===== src/rtl/uart_flag_pkg.sv =====
package uart_flag_pkg;
  localparam int FLAG_W = 8;
  localparam int RX_W   = 6;
  localparam logic [FLAG_W-1:0] FLAG_RST = 8'hC0;
  localparam logic [FLAG_W-1:0] RX_MASK  = 8'h3F;
  localparam logic [FLAG_W-1:0] TX_MASK  = 8'hC0;
  typedef enum int {
    F_PAR = 0, F_FRM = 1, F_NSE = 2, F_OVR = 3,
    F_LIDLE = 4, F_RXFULL = 5, F_TXIDLE = 6, F_TXEMPTY = 7
  } flag_bit_e;
endpackage


===== src/rtl/ufc_flag_bank.sv =====
module ufc_flag_bank #(
  parameter int W = 8,
  parameter logic [W-1:0] RST_VAL = '0
) (
  input  logic         clk_i,
  input  logic         rst_ni,
  input  logic [W-1:0] set_i,
  input  logic [W-1:0] clr_i,
  output logic [W-1:0] flags_o
);
  logic [W-1:0] q;

  // set has priority over clear
  always_ff @(posedge clk_i or negedge rst_ni) begin
    if (!rst_ni) q <= RST_VAL;
    else         q <= (q & ~clr_i) | set_i;
  end
  assign flags_o = q;

  AST_SET_WINS: assert property (@(posedge clk_i) disable iff (!rst_ni)
    1'b1 |=> (($past(set_i) & ~flags_o) == '0));
  AST_HOLD_NO_CLR: assert property (@(posedge clk_i) disable iff (!rst_ni)
    1'b1 |=> ((($past(flags_o) & ~$past(clr_i)) & ~flags_o) == '0));
endmodule


===== src/rtl/ufc_arm_snap.sv =====
module ufc_arm_snap #(
  parameter int W = 8
) (
  input  logic         clk_i,
  input  logic         rst_ni,
  input  logic         stat_rd_i,
  input  logic         data_acc_i,
  input  logic [W-1:0] flags_i,
  output logic         armed_o,
  output logic [W-1:0] snap_o
);
  logic         armed_q;
  logic [W-1:0] snap_q;

  always_ff @(posedge clk_i or negedge rst_ni) begin
    if (!rst_ni) begin
      armed_q <= 1'b0;
      snap_q  <= '0;
    end else if (stat_rd_i) begin
      armed_q <= 1'b1;
      snap_q  <= flags_i;
    end else if (data_acc_i) begin
      armed_q <= 1'b0;
    end
  end
  assign armed_o = armed_q;
  assign snap_o  = snap_q;

  AST_ARM_CONSUMED: assert property (@(posedge clk_i) disable iff (!rst_ni)
    (data_acc_i && !stat_rd_i) |=> !armed_o);
  AST_SNAP_TAKEN: assert property (@(posedge clk_i) disable iff (!rst_ni)
    stat_rd_i |=> (armed_o && snap_o == $past(flags_i)));
endmodule


===== src/rtl/ufc_tx_gate.sv =====
module ufc_tx_gate #(
  parameter int DW = 8
) (
  input  logic          clk_i,
  input  logic          rst_ni,
  input  logic          wr_ok_i,
  input  logic [DW-1:0] wdata_i,
  output logic          load_o,
  output logic [DW-1:0] data_o
);
  logic          load_q;
  logic [DW-1:0] data_q;

  always_ff @(posedge clk_i or negedge rst_ni) begin
    if (!rst_ni) begin
      load_q <= 1'b0;
      data_q <= '0;
    end else begin
      load_q <= wr_ok_i;
      if (wr_ok_i) data_q <= wdata_i;
    end
  end
  assign load_o = load_q;
  assign data_o = data_q;

  AST_LOAD_ONE_CYCLE: assert property (@(posedge clk_i) disable iff (!rst_ni)
    (load_o && !wr_ok_i) |=> !load_o);
  AST_LOAD_DATA: assert property (@(posedge clk_i) disable iff (!rst_ni)
    wr_ok_i |=> (load_o && data_o == $past(wdata_i)));
endmodule


===== src/rtl/uart_flag_ctrl.sv =====
module uart_flag_ctrl
  import uart_flag_pkg::*;
#(
  parameter int DW = 8
) (
  input  logic              clk_i,
  input  logic              rst_ni,
  input  logic              rd_i,
  input  logic              wr_i,
  input  logic              sel_data_i,
  input  logic [DW-1:0]     wdata_i,
  output logic [DW-1:0]     rdata_o,
  input  logic [DW-1:0]     rx_data_i,
  input  logic [FLAG_W-1:0] evt_set_i,
  output logic              tx_load_o,
  output logic [DW-1:0]     tx_data_o
);
  logic              stat_rd, data_rd, data_wr, data_acc;
  logic              armed, rx_ok, tx_ok;
  logic [FLAG_W-1:0] flags, snap, clr;

  assign stat_rd  = rd_i & ~sel_data_i;
  assign data_rd  = rd_i & sel_data_i;
  assign data_wr  = wr_i & sel_data_i;
  assign data_acc = data_rd | data_wr;
  assign rx_ok    = data_rd & armed;
  assign tx_ok    = data_wr & armed;

  // clear only snapshot bits of the group matching the access
  for (genvar i = 0; i < FLAG_W; i++) begin : g_clr
    if (i >= RX_W) begin : g_tx
      assign clr[i] = snap[i] & tx_ok;
    end else begin : g_rx
      assign clr[i] = snap[i] & rx_ok;
    end
  end

  ufc_flag_bank #(.W(FLAG_W), .RST_VAL(FLAG_RST)) u_bank (
    .clk_i, .rst_ni, .set_i(evt_set_i), .clr_i(clr), .flags_o(flags)
  );

  ufc_arm_snap #(.W(FLAG_W)) u_arm (
    .clk_i, .rst_ni, .stat_rd_i(stat_rd), .data_acc_i(data_acc),
    .flags_i(flags), .armed_o(armed), .snap_o(snap)
  );

  ufc_tx_gate #(.DW(DW)) u_tx (
    .clk_i, .rst_ni, .wr_ok_i(tx_ok), .wdata_i(wdata_i),
    .load_o(tx_load_o), .data_o(tx_data_o)
  );

  assign rdata_o = sel_data_i ? rx_data_i : DW'(flags);

  AST_TX_GATED: assert property (@(posedge clk_i) disable iff (!rst_ni)
    tx_load_o |-> $past(wr_i && sel_data_i && armed));
  AST_CLR_ONLY_SNAPPED: assert property (@(posedge clk_i) disable iff (!rst_ni)
    1'b1 |=> ((($past(flags) & ~flags) & ~$past(snap)) == '0));
  AST_STATUS_INERT: assert property (@(posedge clk_i) disable iff (!rst_ni)
    !(data_acc) |=> (flags == ($past(flags) | $past(evt_set_i))));
  AST_RX_GROUP_ONLY: assert property (@(posedge clk_i) disable iff (!rst_ni)
    (data_rd && !wr_i) |=> ((flags & TX_MASK) == (($past(flags) | $past(evt_set_i)) & TX_MASK)));
endmodule


===== config.mk =====
export PLATFORM = sky130hd
export DESIGN_NAME = uart_flag_ctrl
export DESIGN_NICKNAME = d
export VERILOG_FILES = /design/src/rtl/uart_flag_pkg.sv /design/src/rtl/ufc_flag_bank.sv /design/src/rtl/ufc_arm_snap.sv /design/src/rtl/ufc_tx_gate.sv /design/src/rtl/uart_flag_ctrl.sv
export SDC_FILE = /design/constraint.sdc
export NUM_CORES = 1
export LEC_CHECK = 0
export ABC_AREA = 1
export BUFFER_PORTS_ARGS = -buffer_cell sky130_fd_sc_hd__buf_2
export CAP_MARGIN = 20
export CORE_MARGIN = 3
export CORE_UTILIZATION = 40
export CTS_CLUSTER_SIZE = 28
export DETAILED_ROUTE_END_ITERATION = 10
export GPL_ROUTABILITY_DRIVEN = 0
export PLACE_DENSITY = 0.66
export SLEW_MARGIN = 20
export SYNTH_ARGS = -nofsm -noshare
export SYNTH_HDL_FRONTEND = slang
export SYNTH_HIERARCHICAL = 1
export SYNTH_SLANG_ARGS = --single-unit

===== constraint.sdc =====
create_clock -name clk_i -period 2.1 [get_ports clk_i]
set_clock_uncertainty 0.15 [all_clocks]
set_input_delay 0.21 -clock clk_i [delete_from_list [all_inputs] [get_ports clk_i]]
set_output_delay 0.21 -clock clk_i [all_outputs]
set_load 0.05 [all_outputs]

Word-level counts from Yosys, hierarchy flattened. Cells that the tools add are included.

Flip-flop bits (word level): 26. Bits of input ports: 29.

Mux-type cells: 3. Bitwise gates (word level): 18. Reduce and logical (&&, ||, !) cells: 1.

Operator list (count): 1-bit bitwise AND (13); 8-bit bitwise AND (1); 8-bit two-way mux (1); 8-bit NOT (1); 8-bit bitwise OR (1); 1-bit two-way mux (2); 2-bit nonzero test (1); 1-bit NOT (1); 1-bit bitwise OR (1).

Depth between registers and ports, before layout.
Depth after elaboration: 6. Gate-level depth with buffers: 7. Mapped depth without buffers: 5.

By module. Netlist, hierarchy kept.

By module, submodules not included: ufc_arm_snap (times used 1, cells an instance 38, area an instance 341.6 um^2); ufc_tx_gate (times used 1, cells an instance 35, area an instance 330.3 um^2); ufc_flag_bank (times used 1, cells an instance 40, area an instance 322.8 um^2); uart_flag_ctrl (times used 1, cells an instance 50, area an instance 212.7 um^2).

Worst setup path after synthesis. No wires, ideal clock.

Path kind: reg-to-output. Start point: register u_bank.q[6], in the netlist u_bank/flags_o[6]. End point: output port rdata_o[6]. Arrival: 1.634 ns. Data required time: 1.740 ns. Slack: 0.106 ns. Stages on the path, launching flop included: 3. Buffers on the path: 0. Cells stage by stage: dfstp_2 inv_1 o21ai_0.

Word-level cells in the longest chain between the ends: 1.

RTL lines: start, declared (line ufc_flag_bank.sv:11) `logic [W-1:0] q;`; start signal, assigned (line ufc_flag_bank.sv:16) `else q <= (q & ~clr_i) | set_i;`; 8-bit two-way mux (line uart_flag_ctrl.sv:52) `assign rdata_o = sel_data_i ? rx_data_i : DW'(flags);`; end, declared (line uart_flag_ctrl.sv:12) `output logic [DW-1:0] rdata_o,`.

Every way passes these cells.

Worst setup path after layout. Same ends and word-level chain as after synthesis.

==> results.py <==
metrics = {
    "floorplanning": {
        "die_w_um": 60.94,
        "io_pins": 46,
        "die-area_sq_um": 3714,
        "core_area_sq_um": 2805,
        "start_util": 0.4304,
        "die_h_um": 60.94,
        "num_rows": 19,
    },
    "cts": {
        "cts_buffer_depth": 2,
        "cts_tree": "yes",
        "ctsResizeCount": 0,
        "h-tree-depth": 1,
        "cts_hold_buf": 17,
        "cts-root-buf": "clkbuf_4",
        "clock_sinks": 26,
        "clk_pin_slew_ns": 0.14,
        "cts_buffers": 3,
        "clk_latency_ns": 0.31,
        "post_cts_buffers": 0,
    },
    "logic_synthesis": {
        "yosysWarningCount": 6,
        "synth_top_family_by_area": "simple AND/OR/NAND/NOR gates",
        "synth_compound_area_frac": 0.03316,
        "ys_seq_area_frac": 0.5409,
        "syn_area_per_cell_sq_um": 7.407,
        "syn_inst": 163,
        "ys_types": 12,
        "synthMuxAreaShare": 0,
        "yosys.area_share.simple": 0.2798,
        "synth_nets": 192,
        "synth-xor-area-share": 0,
        "ys_ff_latch": 26,
        "synth-adder-area-share": 0,
        "syn-cell-area_sq_um": 1207,
    },
    "layout": {
        "layout.nets": 255,
        "final_common_cell": "nand2_1",
        "layout_common_cells": "nand2_1, buf_2, inv_1",
        "fin_util": 0.5847,
        "area.growth.synth_to_final_pct": 35.85,
        "drive_gt1_frac": 0.2400,
        "insertedDiodeCount": 0,
    },
    "sta": {
        "setup_violations": 0,
        "maxSlewViolCount": 0,
        "tns_ns": 0,
        "worst_pin_slew_ns": 0.6034,
        "post-route-min-period_ns": 1.738,
        "grt_setup_unrepaired": "no",
        "hold_violations": 0,
        "slew_headroom": 0.5963,
        "max_freq_ghz": 0.5755,
        "post-route-period-util": 0.8274,
    },
    "setup_path": {
        "worstPathBufferInverterCount": 2,
        "cp-start-kind": "flop",
        "cp_max_fo": 3,
        "crit_required_ns": 1.74,
        "max_stage_delay_ns": 0.57,
        "critPathKind": "reg2out",
        "cp-end-kind": "primary output",
        "critPathArrivalTime_ns": 1.38,
        "cpLargestDelayFamily": "flip-flops",
        "slowest_stage": "dfstp_2",
        "crit_chain": "inv_1 -> o21ai_0 -> buf_2",
    },
    "power_and_ir_drop": {
        "netSwitchingFraction": 0.3707,
        "vdd_drop_max_mv": 0.4981,
        "power_leakage_nw": 1.030,
        "p_comb_frac": 0.313,
        "clkPwrFrac": 0.201,
        "power.internal_mw": 0.7827,
        "powerDensity_nw_per_um2": 758.2,
        "p_sw_mw": 0.4610,
        "pwr-share-seq": 0.485,
    },
    "route": {
        "routed_wl_um": 2656,
        "ant_nets": 0,
        "drt-vias-per-instance": 4.297,
        "vias": 1100,
        "route.detailed.drc": 0,
        "routedWlPerCell_um": 10.38,
        "drtIter0Drc": 35,
        "first_pass_iters": 4,
    },
    "global_routing": {
        "antenna_found_initial": 0,
        "first_global_vias": 1079,
        "gr-usage-all-layers": 0.1546,
        "overflow": 0,
        "grt_max_degree": 27,
        "grt_pass1_wl_um": 4360,
    },
    "run": {
        "cap_violations": 0,
    },
    "placement": {
        "place_hpwl_um": 1854,
        "portBuffers": 45,
    },
    "outcome": {
        "status": "completed",
    },
    "min_path": {
        "min-delay-path-class": "in2reg",
    },
}
worst paths after layout:
kind                            cells past startpoint  slack (ns)              start           endpoint
worst max-delay path                                3        0.36  u_bank/flags_o[6]         rdata_o[6]
worst min-delay path                                6        0.08               wr_i      u_arm/armed_o
worst max register to register                      5        0.81      u_arm/armed_o     u_tx/data_o[0]
worst min register to register                      2        0.34    u_arm/snap_o[6]    u_arm/snap_o[6]
max in group asynchronous                           2        1.16             rst_ni  u_bank/flags_o[6]
min in group asynchronous                           2        0.26             rst_ni  u_bank/flags_o[1]
through the flow:
stage          total power [mW]  cell area (sq um)  worst slack (ns)  std cells  hold slack (ns)
4_1_cts                   1.260               1640            0.3252        256          0.06725
5_1_grt                   1.317               1640            0.3034        256          0.09423
3_3_place_gp             0.9721               1434            0.6788        235          0.08898
6_report                  1.244               1640            0.3625        256          0.08475
2_1_floorplan            0.8757               1207            0.1056        163          -0.2356
3_5_place_dp             0.9797               1434            0.5085        235          0.09532
layer usage:
layer  global-route usage  up-vias  wire (um)
li1                     -      586          -
met1               0.1971      469       1235
met2               0.2718       43       1219
met3              0.02128        2        187
met4              0.04644        0         13
met5                    0        -          0
cells in the mapped netlist:
cell type | n | share of area
buf_4 | 2 | 0.012
buf_6 | 2 | 0.019
dfrtp_1 | 24 | 0.50
dfstp_2 | 2 | 0.044
inv_1 | 35 | 0.11
inv_2 | 2 | 0.0062
nand2_1 | 77 | 0.24
nand3_1 | 1 | 0.0041
nand3_2 | 1 | 0.0083
nor2_1 | 9 | 0.028
o21ai_0 | 5 | 0.021
o21ai_1 | 3 | 0.012
power by group through the flow:
stage / combinational (mW) / clock [mW] / sequential [mW]
final: 0.390 / 0.250 / 0.604
after global routing: 0.425 / 0.282 / 0.611
after CTS: 0.393 / 0.264 / 0.603
after detailed placement: 0.368 / 0 / 0.611
after global placement: 0.362 / 0 / 0.610
after floorplan: 0.144 / 0 / 0.731
worst min-delay path, stage by stage:
cell and delay, ns:
buf_2 0.09, nand2_1 0.05, nand2_1 0.05, inv_1 0.03, nand2_1 0.05, nand2_1 0.04
logic make-up after synthesis:
family,after synthesis
compound gates,8
simple gates,88
buf+inv,41
flops,26
layout make-up:
cell class / count / area, sq um
clock buffer: 4 / 36.28
multi-input combinational: 96 / 377.9
inverter: 37 / 138.9
sequential: 26 / 653.1
fill: 262 / 1165
timing repair buffer: 62 / 395.4
tap: 31 / 38.79
state kept, by name, indices dropped and copies added, names as in the netlist:
signal / flops
u_tx/load_o: 1
u_arm/snap_o: 8
u_tx/data_o: 8
u_bank/flags_o: 8
u_arm/armed_o: 1
(Power assumes the default switching activity.)
